--- src/rtl/rxq_pkg.sv ---
package rxq_pkg;

    localparam int RXQ_DATA_W = 8;

    // control byte bit positions
    localparam int CTL_ON_BIT    = 0;
    localparam int CTL_RXCLR_BIT = 1;
    localparam int CTL_TXCLR_BIT = 2;
    localparam int CTL_SEL_LO    = 6;

    typedef enum logic [1:0] {
        TRIG_ONE  = 2'b00,
        TRIG_FOUR = 2'b01,
        TRIG_EIGHT = 2'b10,
        TRIG_FOURTEEN = 2'b11
    } trig_sel_t;

    typedef struct packed {
        logic                  brk;
        logic                  ferr;
        logic                  perr;
        logic [RXQ_DATA_W-1:0] data;
    } rx_entry_t;

    function automatic int unsigned trig_level(input trig_sel_t sel);
        case (sel)
            TRIG_ONE:   return 1;
            TRIG_FOUR:  return 4;
            TRIG_EIGHT: return 8;
            default:    return 14;
        endcase
    endfunction

endpackage

--- src/rtl/rxq_store.sv ---
module rxq_store
    import rxq_pkg::*;
#(
    parameter int DEPTH = 16,
    localparam int PTR_W = $clog2(DEPTH),
    localparam int CNT_W = $clog2(DEPTH + 1)
) (
    input  logic             clk,
    input  logic             rst_n,
    input  logic             push,
    input  rx_entry_t        wr_entry,
    input  logic             pop,
    input  logic             flush,
    output logic [CNT_W-1:0] occ,
    output rx_entry_t        head
);

    typedef struct packed {
        logic [PTR_W-1:0] wr_ptr;
        logic [PTR_W-1:0] rd_ptr;
        logic [CNT_W-1:0] occ;
    } st_t;

    localparam logic [PTR_W-1:0] LAST_PTR = PTR_W'(DEPTH - 1);

    st_t st_d, st_q;
    rx_entry_t mem_q [DEPTH];

    function automatic logic [PTR_W-1:0] nxt(input logic [PTR_W-1:0] p);
        return (p == LAST_PTR) ? '0 : p + 1'b1;
    endfunction

    always_comb begin
        st_d = st_q;
        if (flush) begin
            st_d = '0;
        end else begin
            if (push) st_d.wr_ptr = nxt(st_q.wr_ptr);
            if (pop)  st_d.rd_ptr = nxt(st_q.rd_ptr);
            case ({push, pop})
                2'b10:   st_d.occ = st_q.occ + 1'b1;
                2'b01:   st_d.occ = st_q.occ - 1'b1;
                default: st_d.occ = st_q.occ;
            endcase
        end
    end

    always_ff @(posedge clk or negedge rst_n) begin
        if (!rst_n) st_q <= '0;
        else        st_q <= st_d;
    end

    always_ff @(posedge clk) begin
        if (push && !flush) mem_q[st_q.wr_ptr] <= wr_entry;
    end

    assign occ  = st_q.occ;
    assign head = mem_q[st_q.rd_ptr];

endmodule

--- src/rtl/rxq_trig.sv ---
module rxq_trig
    import rxq_pkg::*;
#(
    parameter int CNT_W = 5
) (
    input  logic             fifo_on,
    input  trig_sel_t        sel,
    input  logic [CNT_W-1:0] occ,
    output logic             hit
);

    logic [CNT_W-1:0] level;

    always_comb begin
        level = CNT_W'(trig_level(sel));
        if (fifo_on) hit = (occ >= level);
        else         hit = (occ != '0);
    end

endmodule

--- src/rtl/rxq_timer.sv ---
module rxq_timer #(
    parameter int LIMIT = 4,
    localparam int CW = $clog2(LIMIT + 1)
) (
    input  logic clk,
    input  logic rst_n,
    input  logic armed,
    input  logic restart,
    input  logic tick,
    output logic expired
);

    localparam logic [CW-1:0] LIM = CW'(LIMIT);

    typedef struct packed {
        logic [CW-1:0] cnt;
    } tm_t;

    tm_t tm_d, tm_q;

    always_comb begin
        tm_d = tm_q;
        if (!armed || restart)          tm_d.cnt = '0;
        else if (tick && tm_q.cnt < LIM) tm_d.cnt = tm_q.cnt + 1'b1;
    end

    always_ff @(posedge clk or negedge rst_n) begin
        if (!rst_n) tm_q <= '0;
        else        tm_q <= tm_d;
    end

    assign expired = (tm_q.cnt == LIM);

endmodule

--- src/rtl/rx_queue_ctrl.sv ---
module rx_queue_ctrl
    import rxq_pkg::*;
#(
    parameter int DEPTH     = 16,
    parameter int TMO_CHARS = 4,
    localparam int CNT_W    = $clog2(DEPTH + 1)
) (
    input  logic                  clk,
    input  logic                  rst_n,
    input  logic                  ctl_we,
    input  logic [7:0]            ctl_byte,
    input  logic                  rx_valid,
    input  logic [RXQ_DATA_W-1:0] rx_data,
    input  logic                  rx_perr,
    input  logic                  rx_ferr,
    input  logic                  rx_brk,
    input  logic                  rd_pop,
    input  logic                  char_tick,
    output logic [RXQ_DATA_W-1:0] head_data,
    output logic                  head_perr,
    output logic                  head_ferr,
    output logic                  head_brk,
    output logic                  data_ready,
    output logic                  err_any,
    output logic                  trig_irq,
    output logic                  timeout_irq,
    output logic                  overrun,
    output logic                  fifo_on,
    output logic                  tx_flush
);

    localparam logic [CNT_W-1:0] FULL_CNT = CNT_W'(DEPTH);
    localparam logic [CNT_W-1:0] ONE_CNT  = CNT_W'(1);

    typedef struct packed {
        logic             on;
        trig_sel_t        sel;
        logic             txf;
        logic             ovr;
        logic [CNT_W-1:0] err_cnt;
    } ctl_t;

    ctl_t ctl_d, ctl_q;

    logic             en_change, apply, flush;
    logic             pop_ok, room, accept, drop;
    logic [CNT_W-1:0] occ, cap;
    rx_entry_t        new_entry, head;
    logic             new_err, head_err;

    assign new_entry = '{brk: rx_brk, ferr: rx_ferr, perr: rx_perr, data: rx_data};
    assign new_err   = rx_brk | rx_ferr | rx_perr;
    assign head_err  = head.brk | head.ferr | head.perr;

    always_comb begin
        en_change = ctl_we && (ctl_byte[CTL_ON_BIT] != ctl_q.on);
        apply     = ctl_we && ctl_byte[CTL_ON_BIT];
        flush     = en_change || (apply && ctl_byte[CTL_RXCLR_BIT]);
        cap       = ctl_q.on ? FULL_CNT : ONE_CNT;
        pop_ok    = rd_pop && (occ != '0) && !flush;
        room      = (occ < cap) || pop_ok;
        accept    = rx_valid && !flush && room;
        drop      = rx_valid && !flush && !room;

        ctl_d     = ctl_q;
        if (en_change) ctl_d.on = ctl_byte[CTL_ON_BIT];
        if (apply)     ctl_d.sel = trig_sel_t'(ctl_byte[CTL_SEL_LO+1:CTL_SEL_LO]);
        ctl_d.txf = en_change || (apply && ctl_byte[CTL_TXCLR_BIT]);
        ctl_d.ovr = drop;
        if (flush) begin
            ctl_d.err_cnt = '0;
        end else begin
            case ({accept && new_err, pop_ok && head_err})
                2'b10:   ctl_d.err_cnt = ctl_q.err_cnt + 1'b1;
                2'b01:   ctl_d.err_cnt = ctl_q.err_cnt - 1'b1;
                default: ctl_d.err_cnt = ctl_q.err_cnt;
            endcase
        end
    end

    always_ff @(posedge clk or negedge rst_n) begin
        if (!rst_n) ctl_q <= '{on: 1'b0, sel: TRIG_ONE, txf: 1'b0, ovr: 1'b0, err_cnt: '0};
        else        ctl_q <= ctl_d;
    end

    rxq_store #(.DEPTH(DEPTH)) u_store (
        .clk      (clk),
        .rst_n    (rst_n),
        .push     (accept),
        .wr_entry (new_entry),
        .pop      (pop_ok),
        .flush    (flush),
        .occ      (occ),
        .head     (head)
    );

    rxq_trig #(.CNT_W(CNT_W)) u_trig (
        .fifo_on (ctl_q.on),
        .sel     (ctl_q.sel),
        .occ     (occ),
        .hit     (trig_irq)
    );

    rxq_timer #(.LIMIT(TMO_CHARS)) u_timer (
        .clk     (clk),
        .rst_n   (rst_n),
        .armed   (ctl_q.on && (occ != '0)),
        .restart (accept || pop_ok || flush),
        .tick    (char_tick),
        .expired (timeout_irq)
    );

    assign head_data  = head.data;
    assign head_perr  = head.perr;
    assign head_ferr  = head.ferr;
    assign head_brk   = head.brk;
    assign data_ready = (occ != '0);
    assign err_any    = (ctl_q.err_cnt != '0);
    assign overrun    = ctl_q.ovr;
    assign fifo_on    = ctl_q.on;
    assign tx_flush   = ctl_q.txf;

endmodule


--- config.mk ---
export PLATFORM = sky130hd
export DESIGN_NAME = rx_queue_ctrl
export DESIGN_NICKNAME = d
export VERILOG_FILES = /design/src/rtl/rxq_pkg.sv /design/src/rtl/rxq_store.sv /design/src/rtl/rxq_trig.sv /design/src/rtl/rxq_timer.sv /design/src/rtl/rx_queue_ctrl.sv
export SDC_FILE = /design/constraint.sdc
export NUM_CORES = 1
export LEC_CHECK = 0
export BUFFER_PORTS_ARGS = -buffer_cell sky130_fd_sc_hd__buf_2
export CORE_MARGIN = 2
export CORE_UTILIZATION = 32
export DETAILED_ROUTE_END_ITERATION = 8
export GPL_ROUTABILITY_DRIVEN = 0
export PLACE_DENSITY = 0.55
export SYNTH_ARGS = -nofsm -noshare
export SYNTH_HDL_FRONTEND = slang
export SYNTH_SLANG_ARGS = --single-unit
--- constraint.sdc ---
create_clock -name clk -period 3.6 [get_ports clk]
set_clock_uncertainty 0.15 [all_clocks]
set_input_delay 0.72 -clock clk [delete_from_list [all_inputs] [get_ports clk]]
set_output_delay 0.72 -clock clk [all_outputs]
set_load 0.02 [all_outputs]
==> results of run 1 <==
==> flip-flops by register name (all words and copies together) (netlist names) <==
| register | flops |
|---|---|
| u_timer.tm_q | 3 |
| u_store.mem_q | 176 |
| overrun | 1 |
| fifo_on | 1 |
| tx_flush | 1 |
| u_store.st_q | 8 |
| u_store.occ | 5 |
| ctl_q | 7 |
==> kinds of logic (layout without fill, tap and decap cells) <==
logic type      Yosys count  count (layout)
compound gates           51              51
fa+ha+maj                20              20
mux                      59              59
flops                   202             202
xor+xnor                  9               9
buf+inv                  32             141
simple gates             93              93
==> repair_timing <==
action | in CTS | in global routing
endpoints found under the setup margin | 4 | 3
gates resized for setup | 2 | 24
cloned | 0 | 1
pin swaps | 0 | 11
hold buffers | 0 | 0
buffers inserted | 0 | 2
==> layout make-up <==
| cell class | instances | area share, % |
|---|---|---|
| well taps | 335 | 4.087 |
| clock inverters | 13 | 1.025 |
| repair buffers | 87 | 6.429 |
| flip-flops and latches | 202 | 57.92 |
| multi-input cells | 232 | 24.47 |
| clock buffers | 27 | 5.551 |
| inverters | 14 | 0.5124 |
==> power breakdown <==
part           switching [mW]  internal, mW
registers               0.145          2.70
clock network           0.890          1.20
logic                    1.06          1.03
total                    2.09          4.93
==> routing by layer <==
layer	vias to the layer above	global-route usage [%]	routed length, um
met1	2358	18.35	8192
met5	-	0	0
met4	0	3.251	341
li1	2051	-	-
met2	92	23.02	9451
met3	27	2.174	889
==> worst min path at each step <==
| stage | from | to | slack [ns] | depth (start not counted) |
|---|---|---|---|---|
| detailed placement | u_timer.tm_q[2] | u_timer.tm_q[2] | 0.36 | 2 |
| global placement | u_timer.tm_q[2] | u_timer.tm_q[2] | 0.34 | 2 |
| floorplan | rst_n | ctl_q[0] | 0.27 | 0 |
| CTS | rst_n | ctl_q[4] | 0.11 | 1 |
| finish | rst_n | ctl_q[4] | 0.09 | 1 |
| global route | rst_n | ctl_q[4] | 0.13 | 1 |
==> worst register-to-register path, delay by kind of cell, from the launching register on <==
family	cells	cell delay, ns
buf+inv	2	0.24
compound gates	4	0.70
flops	1	0.43
simple gates	6	1.13
fa+ha+maj	1	0.20
mux	1	0.53
==> cells in the final DEF (no fill, tap or decap), types with 5 or more instances in the layout <==
cell type / count
a22oi_2: 6
mux4_2: 52
mux2i_1: 5
clkinv_2: 7
clkbuf_1: 5
ha_1: 17
clkbuf_16: 23
dfrtp_1: 22
and2_1: 10
xnor2_1: 5
nand2b_1: 5
nor2_1: 15
o21ai_0: 10
buf_4: 39
a21oi_1: 15
nand2_1: 26
and3_1: 5
buf_2: 39
buf_12: 6
edfxtp_1: 176
inv_1: 13
==> per-stage QoR <==
stage / setup WS, ns / util, % / instances / power (mW) / setup TNS [ns]
5_1_grt: 0.01087 / 39.25 / 910 / 7.369 / 0
3_5_place_dp: -0.04277 / 36.23 / 867 / 4.875 / -0.04277
4_1_cts: 0.005004 / 38.83 / 907 / 6.986 / 0
6_report: 0.1090 / 39.25 / 910 / 7.017 / 0
3_3_place_gp: -0.01937 / 36.23 / 867 / 4.825 / -0.01937
2_1_floorplan: 0.01839 / - / 466 / 4.230 / 0
==> flow_metrics.env, run 1 <==
export IMPL_status="complete, but fails checks"
export IMPL_violations="DRC"
export IMPL_ys_seq_area_share_pct=69.69
export IMPL_initial_core_util_pct=32.59
export IMPL_cp_start_kind="register"
export IMPL_grt_antenna_before_repair=0
export IMPL_tightestPinTransition_ns=0.6582
export IMPL_synth_top_family_by_area="multiplexers"
export IMPL_crit_top_cell="mux4_2"
export IMPL_cp_max_fo=17
export IMPL_synthMuxAreaShare_pct=14.82
export IMPL_finalWirelength_um=18880
export IMPL_crit_arrival_ns=2.62
export IMPL_die_w_um=167.1
export IMPL_via_count=4528
export IMPL_drive_gt1_share_pct=34.96
export IMPL_required_ns=2.73
export IMPL_grt_usage_pct=13.54
export IMPL_die_area_sq_mm=0.02794
export IMPL_leakage_nw=3.594
export IMPL_clkSlewWorstSetupHoldPaths_ns=0.06
export IMPL_ys_ff_latch=202
export IMPL_crit_chain="clkbuf_16 -> buf_8 -> mux4_2 -> mux4_2 -> buf_2"
export IMPL_synth_compound_area_share_pct=3.908
export IMPL_tritoncts="built"
export IMPL_synth_commonest_cells="edfxtp_1 (176), mux4_2 (47), dfrtp_1 (26), nand2_1 (26), ha_1 (18)"
export IMPL_syn_nets=511
export IMPL_grt_max_degree=29
export IMPL_rows=59
export IMPL_clock_sinks=202
export IMPL_worstSetupStartpoint="u_store.st_q[5]"
export IMPL_synth_xor_area_share_pct=1.014
export IMPL_critPathKind="register to primary output"
export IMPL_synth_most_common_cell="edfxtp_1"
export IMPL_cp_slowest_cell="mux4_2"
export IMPL_placed_area_sq_mm=0.009467
export IMPL_fmax_mhz=286.4
export IMPL_synthTopCellsByArea="edfxtp_1 (62%), mux4_2 (12%), dfrtp_1 (7.6%), ha_1 (2.6%), mux4_1 (1.5%)"
export IMPL_cp_depth=5
export IMPL_setup_violations=0
export IMPL_r2r_start="u_store.st_q[5]"
export IMPL_synth_simple_gate_area_share_pct=5.891
export IMPL_routed_via_density=4.976
export IMPL_clk_path_buf_depth=3
export IMPL_area_growth_pct=20.42
export IMPL_maxSlewHeadroom_pct=56.12
export IMPL_grt_pass1_vias=4842
export IMPL_first_pass_iters=6
export IMPL_ant_nets=0
export IMPL_synth_cell_types=49
export IMPL_remaining_drc_errors=4
export IMPL_cts_buffers_inserted=22
export IMPL_avgSynthCellArea_sq_um=18.28
export IMPL_r2r_slack_ns=0.16
export IMPL_core_area_sq_mm=0.02613
export IMPL_synth_warning_count=0
export IMPL_ir_drop_mv=0.3858
export IMPL_crit_family="multiplexers"
export IMPL_report_final_slew_viol_count=0
export IMPL_root_buffer="clkbuf_16"
export IMPL_wl_per_cell_um=20.74
export IMPL_fin_crit_ns=3.491
export IMPL_grt_pass1_wl_um=28740
export IMPL_rsz0062_at_grt="false"
export IMPL_p_per_area_mw_per_mm2=684.2
export IMPL_fin_area_sq_mm=0.01026
export IMPL_cts_max_level=1
export IMPL_ys_async_sr_fraction_pct=12.87
export IMPL_ios=43
export IMPL_ys_flop_type="edfxtp_1"
export IMPL_antenna_cells=0
export IMPL_hold_viol=0
export IMPL_drv_cap=0
export IMPL_finalNetCount=604
export IMPL_worst_r2r_cell_count=14
export IMPL_clk_latency_ns=0.50
export IMPL_drt_iter0_drc=333
export IMPL_hp_class="input port to async pin"
export IMPL_synth_fa_ha_area_share_pct=3.114
export IMPL_crit_end="head_data[5]"
export IMPL_seqCellArea_sq_mm=0.005941
export IMPL_hold_slack_ns=0.08930
export IMPL_port_buffers=39
export IMPL_synth_edf_count=176
export IMPL_multiInputGateArea_sq_mm=0.002510
export IMPL_r2r_end="ctl_q[4]"
export IMPL_chipHeight_um=167.1
export IMPL_synth_area_leader_cell="edfxtp_1"
export IMPL_syn_area_sq_mm=0.008517
export IMPL_end_kind="primary output"
export IMPL_synthCells=466
export IMPL_timing_critical_path_buf_inv=3
export IMPL_dp_hpwl_um=12030
export IMPL_synth_top_area_share_pct=62.05
export IMPL_fin_crit_sh_pct=96.97
export IMPL_slowest_delay_ns=0.56
export IMPL_final_fill_count=2416
export IMPL_overflow=0
(Power assumes the default switching activity.)
==> run 2, diff against run 1 <==
ABC_AREA = 1   (was unset)
==> run 2 against run 1 <==
  * The flow now finishes without violations
  * First-iteration DRC count rose by 54%
  * Worst setup slack improved by 0.083 ns
  * Core utilization fell by 1.3 points
  * Largest cell class unchanged
==> flow_metrics.env, run 2 <==
export IMPL_chipHeight_um=169.8
export IMPL_p_per_area_mw_per_mm2=657.0
export IMPL_placed_area_sq_mm=0.009535
export IMPL_rows=60
export IMPL_clk_path_buf_depth=3
export IMPL_ant_nets=0
export IMPL_final_util_pct=37.94
export IMPL_core_area_sq_mm=0.02695
export IMPL_final_common_cell="edfxtp_1"
export IMPL_synthMuxAreaShare_pct=0
export IMPL_setup_violations=0
export IMPL_fin_crit_ns=3.408
export IMPL_setup_tns_final_ns=0
export IMPL_finalWirelength_um=20570
export IMPL_hold_buffers=0
export IMPL_maxSlewHeadroom_pct=58.73
export IMPL_cts_max_level=1
export IMPL_leakage_nw=3.873
export IMPL_fin_crit_sh_pct=94.67
export IMPL_synth_compound_area_share_pct=10.34
export IMPL_overflow=0
export IMPL_fin_area_sq_mm=0.01022
export IMPL_synth_cell_types=42
export IMPL_required_ns=2.73
export IMPL_port_buffers=39
export IMPL_power_switching_mw=2.169
export IMPL_cp_slowest_cell="dfrtp_2"
export IMPL_report_final_slew_viol_count=0
export IMPL_layout_cells_non_filler=1173
export IMPL_clkSlewWorstSetupHoldPaths_ns=0.06
export IMPL_synth_warning_count=0
export IMPL_synth_simple_gate_area_share_pct=14.22
export IMPL_ios=43
export IMPL_area_growth_pct=16.24
export IMPL_hold_viol=0
export IMPL_r2r_end="ctl_q[4]"
export IMPL_cp_start_kind="register"
export IMPL_die_w_um=169.8
export IMPL_r2r_slack_ns=0.44
export IMPL_syn_nets=797
export IMPL_grt_usage_pct=14.45
export IMPL_dp_cells=1135
export IMPL_crit_top_cell="buf_4"
export IMPL_grt_pass1_wl_um=32170
export IMPL_fmax_mhz=293.4
export IMPL_clock_power_share_pct=32.5
export IMPL_critPathKind="register to primary output"
export IMPL_dp_hpwl_um=13070
export IMPL_power_frac_comb_pct=26.4
export IMPL_status="completed"
export IMPL_cp_max_fo=38
export IMPL_swShare_pct=32.29
export IMPL_antenna_cells=0
export IMPL_drv_cap=0
export IMPL_final_cell_mix="edfxtp_1 (176), nand2_1 (110), nor2_1 (103), o21ai_0 (79), inv_1 (48)"
export IMPL_synth_commonest_cells="edfxtp_1 (176), nand2_1 (110), nor2_1 (103)"
export IMPL_clk_latency_ns=0.49
export IMPL_ys_flop_type="edfxtp_1"
export IMPL_synth_top_area_share_pct=60.09
export IMPL_syn_area_sq_mm=0.008796
export IMPL_final_fill_count=2562
export IMPL_ys_async_sr_fraction_pct=12.87
export IMPL_first_pass_iters=5
export IMPL_hold_slack_ns=0.09181
export IMPL_synth_top_family_by_area="simple AND/OR/NAND/NOR gates"
export IMPL_rsz0062_at_grt="false"
export IMPL_synth_fa_ha_area_share_pct=3.016
export IMPL_synth_area_leader_cell="edfxtp_1"
export IMPL_cts_buffers_inserted=21
export IMPL_initial_core_util_pct=32.64
export IMPL_grt_max_degree=45
export IMPL_end_kind="primary output"
export IMPL_ys_ff_latch=202
export IMPL_drive_gt1_share_pct=15.99
export IMPL_crit_end="head_data[3]"
export IMPL_ir_drop_mv=0.2941
export IMPL_ys_seq_area_share_pct=67.48
export IMPL_top_regs="u_store.mem_q (176), u_store.st_q (8), ctl_q (7)"
export IMPL_slowest_delay_ns=0.50
export IMPL_synth_xor_area_share_pct=0.5974
export IMPL_p_int_mw=4.548
export IMPL_synth_edf_count=176
export IMPL_top_register="u_store.mem_q"
export IMPL_wl_per_cell_um=17.54
export IMPL_synthTopCellsByArea="edfxtp_1 (60%), dfrtp_1 (7.4%), nand2_1 (4.7%), o21ai_0 (4.5%), nor2_1 (4.4%)"
export IMPL_root_buffer="clkbuf_16"
export IMPL_seq_power_share_pct=41.1
export IMPL_synthCells=752
export IMPL_routed_via_density=4.896
export IMPL_hp_class="input port to async pin"
export IMPL_crit_chain="buf_4 -> buf_4 -> o21ai_0 -> o221ai_1 -> o211ai_1 -> nand2_1 -> buf_2"
export IMPL_avgSynthCellArea_sq_um=11.70
export IMPL_tightestPinTransition_ns=0.6190
export IMPL_remaining_drc_errors=0
export IMPL_grt_antenna_before_repair=1
export IMPL_grt_pass1_vias=5585
export IMPL_tritoncts="built"
export IMPL_clock_sinks=202
export IMPL_largest_reg_flops=176
export IMPL_drt_iter0_drc=513
export IMPL_worstSetupStartpoint="u_store.st_q[5]"
export IMPL_synth_most_common_cell="edfxtp_1"
export IMPL_via_count=5743
export IMPL_r2r_start="u_store.st_q[5]"
export IMPL_crit_arrival_ns=2.54
export IMPL_finalNetCount=862
export IMPL_worst_r2r_cell_count=20
export IMPL_die_area_sq_mm=0.02883
run 2: cell types whose count changed after synthesis, moves of 20 or more:
| cell | before | now |
|---|---|---|
| nand2_1 | 26 | 110 |
| o221ai_1 | 0 | 20 |
| mux4_2 | 47 | 0 |
| inv_1 | 14 | 48 |
| nand3_1 | 2 | 45 |
| o21ai_0 | 11 | 79 |
| nor2_1 | 16 | 103 |
run 2: per-layer routing:
metal  share of wire, %  up-vias  global-route usage [%]  routed length, um
li1                   -     2802                       -                  -
met1                 46     2774                   20.28               9458
met2                 47      125                   23.55               9661
met3                4.5       40                   2.006                935
met4                2.4        2                   4.013                497
met5              0.088        -                       0                 18
run 2: worst min-delay path by stage:
| stage | end | startpoint | cells past startpoint |
|---|---|---|---|
| 5_1_grt | overrun | rst_n | 1 |
| 3_5_place_dp | ctl_q[4] | ctl_q[4] | 2 |
| 2_1_floorplan | ctl_q[0] | rst_n | 0 |
| 6_report | ctl_q[2] | rst_n | 1 |
| 3_3_place_gp | ctl_q[4] | ctl_q[4] | 2 |
| 4_1_cts | ctl_q[2] | rst_n | 1 |
run 2: layout make-up:
class | count | area [sq um] | area share (%)
Multi-Input combinational cell | 459 | 2479 | 24.24
Clock inverter | 11 | 137.6 | 1.346
Sequential cell | 202 | 5937 | 58.06
Tap cell | 341 | 426.7 | 4.173
Timing Repair Buffer | 77 | 484.2 | 4.736
Clock buffer | 27 | 548.0 | 5.360
Inverter | 56 | 212.7 | 2.080
run 2: per-stage QoR:
step           worst slack [ns]  total power [mW]
6_report                 0.1919             6.718
3_5_place_dp             0.2489             4.603
4_1_cts                 0.03848             6.795
5_1_grt                 0.04030             7.091
2_1_floorplan            0.6620             4.070
3_3_place_gp             0.2580             4.587
run 2: power groups by stage:
| stage | clock (mW) | sequential [mW] | combinational [mW] |
|---|---|---|---|
| after global routing | 2.31 | 2.78 | 2.00 |
| after floorplan | 0 | 2.79 | 1.28 |
| after global placement | 0 | 2.81 | 1.77 |
| after detailed placement | 0 | 2.81 | 1.79 |
| final | 2.18 | 2.76 | 1.77 |
| after CTS | 2.23 | 2.76 | 1.80 |
run 2: worst max-delay path: cells and delay by family, from the launching register on:
kind            cells  cell delay (ns)
simple gates        1             0.10
flops               1             0.50
compound gates      3             0.57
buf+inv             3             0.87
run 2: logic make-up (layout without fill, tap and decap cells):
group	after synthesis	count (layout)
AND/OR/NAND/NOR	283	283
buffers and inverters	91	171
adder cells (fa/ha/maj)	20	20
AO/OA/AOI/OAI	150	150
flip-flops	202	202
XOR/XNOR	6	6
run 2: repair_timing:
item                       CTS  global route
setup endpoints to repair    0             1
gates resized for setup      0             1
setup buffers                0             0
==> run 3, diff against run 2 <==
PLACE_DENSITY = 0.53   (was 0.55)
clock period = 3.7 ns   (was 3.6 ns; I/O delays follow)
==> run 3 against run 2 <==
  * Sequential power is 3% lower
  * Global-route usage down 0.64 points
  * First-iteration DRC count decreased by 34%
  * Worst hold slack better by 0.016 ns
  * Core utilization rose by 0.056 points
  * Combinational power is 3% lower
  * Power fell by 1.5%
  * Clock-buffer cell count unchanged
  * Critical path depth stayed put
  * Final cell count fell by 0.17%
  * Critical endpoint is now head_data[0]
==> flow_metrics.env, run 3 (synthesis gave the netlist of run 2 again) <==
export IMPL_p_per_area_mw_per_mm2=645.9
export IMPL_layout_cells_non_filler=1171
export IMPL_design_power_total_mw=6.614
export IMPL_critPathKind="register to primary output"
export IMPL_ios=43
export IMPL_ir_drop_mv=0.3044
export IMPL_antenna_cells=0
export IMPL_cts_max_level=1
export IMPL_required_ns=2.81
export IMPL_final_common_cell="edfxtp_1"
export IMPL_dp_hpwl_um=12400
export IMPL_grt_usage_pct=13.81
export IMPL_crit_arrival_ns=2.56
export IMPL_chipHeight_um=169.8
export IMPL_worst_r2r_cell_count=15
export IMPL_placed_area_sq_mm=0.009505
export IMPL_clkSlewWorstSetupHoldPaths_ns=0.06
export IMPL_die_w_um=169.8
export IMPL_cp_max_fo=39
export IMPL_overflow=0
export IMPL_die_area_sq_mm=0.02883
export IMPL_r2r_end="ctl_q[4]"
export IMPL_drt_iter0_drc=337
export IMPL_final_util_pct=37.99
export IMPL_core_area_sq_mm=0.02695
export IMPL_seqCellArea_sq_mm=0.005937
export IMPL_initial_core_util_pct=32.64
export IMPL_grt_pass1_vias=5477
export IMPL_setup_ws_ns=0.2545
export IMPL_status="completed"
export IMPL_top_register="u_store.mem_q"
export IMPL_r2r_slack_ns=0.43
export IMPL_clock_sinks=202
export IMPL_top_regs="u_store.mem_q (176), u_store.st_q (8), ctl_q (7)"
export IMPL_hold_slack_ns=0.1077
export IMPL_fmax_mhz=290.2
export IMPL_area_growth_pct=16.42
export IMPL_rows=60
export IMPL_cp_start_kind="register"
export IMPL_fin_crit_sh_pct=93.12
export IMPL_maxSlewHeadroom_pct=58.09
export IMPL_hold_viol=0
export IMPL_pre_cts_ws_ns=0.3097
export IMPL_finalWirelength_um=19550
export IMPL_largest_reg_flops=176
export IMPL_tritoncts="built"
export IMPL_ctsResizeCount=0
export IMPL_rsz0062_at_grt="false"
export IMPL_worstSetupStartpoint="u_store.st_q[5]"
export IMPL_remaining_drc_errors=0
export IMPL_drive_gt1_share_pct=16.02
export IMPL_finalNetCount=859
export IMPL_hold_buffers=0
export IMPL_grt_pass1_wl_um=31070
export IMPL_end_kind="primary output"
export IMPL_grt_max_degree=42
export IMPL_report_final_slew_viol_count=0
export IMPL_r2r_start="u_store.st_q[7]"
export IMPL_grt_antenna_before_repair=0
export IMPL_cts_buffers_inserted=22
export IMPL_cts_setup_buffers=0
export IMPL_drv_cap=0
export IMPL_root_buffer="clkbuf_16"
export IMPL_clk_latency_ns=0.50
export IMPL_leakage_nw=3.878
export IMPL_port_buffers=39
export IMPL_first_pass_iters=4
export IMPL_routed_via_density=4.793
export IMPL_wl_per_cell_um=16.70
export IMPL_dp_cells=1131
export IMPL_fin_crit_ns=3.446
export IMPL_tightestPinTransition_ns=0.6286
export IMPL_clk_path_buf_depth=3
export IMPL_multiInputGateArea_sq_mm=0.002479
export IMPL_final_cell_mix="edfxtp_1 (176), nand2_1 (110), nor2_1 (103), o21ai_0 (79), inv_1 (48)"
export IMPL_setup_tns_final_ns=0
export IMPL_fin_area_sq_mm=0.01024
export IMPL_hp_class="input port to async pin"
export IMPL_crit_end="head_data[0]"
export IMPL_final_fill_count=2617
export IMPL_setup_violations=0
export IMPL_ant_nets=0
export IMPL_via_count=5613
run 3: cell types whose count changed in the layout (fill, tap and decap cells not counted), sizes merged:
cell,change
buf,-4
clkinv,+3
inv,-1
run 3: layout make-up:
class,count,share of cell area [%]
tap,341,4.167
multi-input combinational,459,24.21
inverter,56,2.077
clock buffer,27,5.657
clock inverter,13,1.515
timing repair buffer,73,4.399
sequential,202,57.98
run 3: critical path: stages (launching register included):
cell and delay [ns]:
dfrtp_2 0.51, inv_4 0.27, buf_4 0.44, o21ai_0 0.14, o221ai_1 0.22, o211ai_1 0.14, nand2_1 0.13, buf_2 0.18
run 3: worst min-delay path by stage:
stage | start | end | slack (ns) | cells after the start
floorplan | rst_n | ctl_q[0] | 0.29 | 0
global placement | ctl_q[4] | ctl_q[4] | 0.35 | 2
detailed placement | ctl_q[4] | ctl_q[4] | 0.35 | 2
CTS | rst_n | ctl_q[1] | 0.13 | 1
global route | rst_n | ctl_q[1] | 0.16 | 1
finish | rst_n | ctl_q[1] | 0.11 | 1
run 3: where the power goes:
part,switching (mW),internal (mW)
Combinational,1.16,0.547
Clock,0.885,1.33
Sequential,0.0914,2.60
run 3: routing by layer:
layer / vias to the layer above / wire, um / track usage, %
li1: 2793 / - / -
met1: 2679 / 9410 / 19.62
met2: 108 / 8933 / 21.97
met3: 33 / 724 / 1.866
met4: 0 / 486 / 4.459
met5: - / 0 / 0
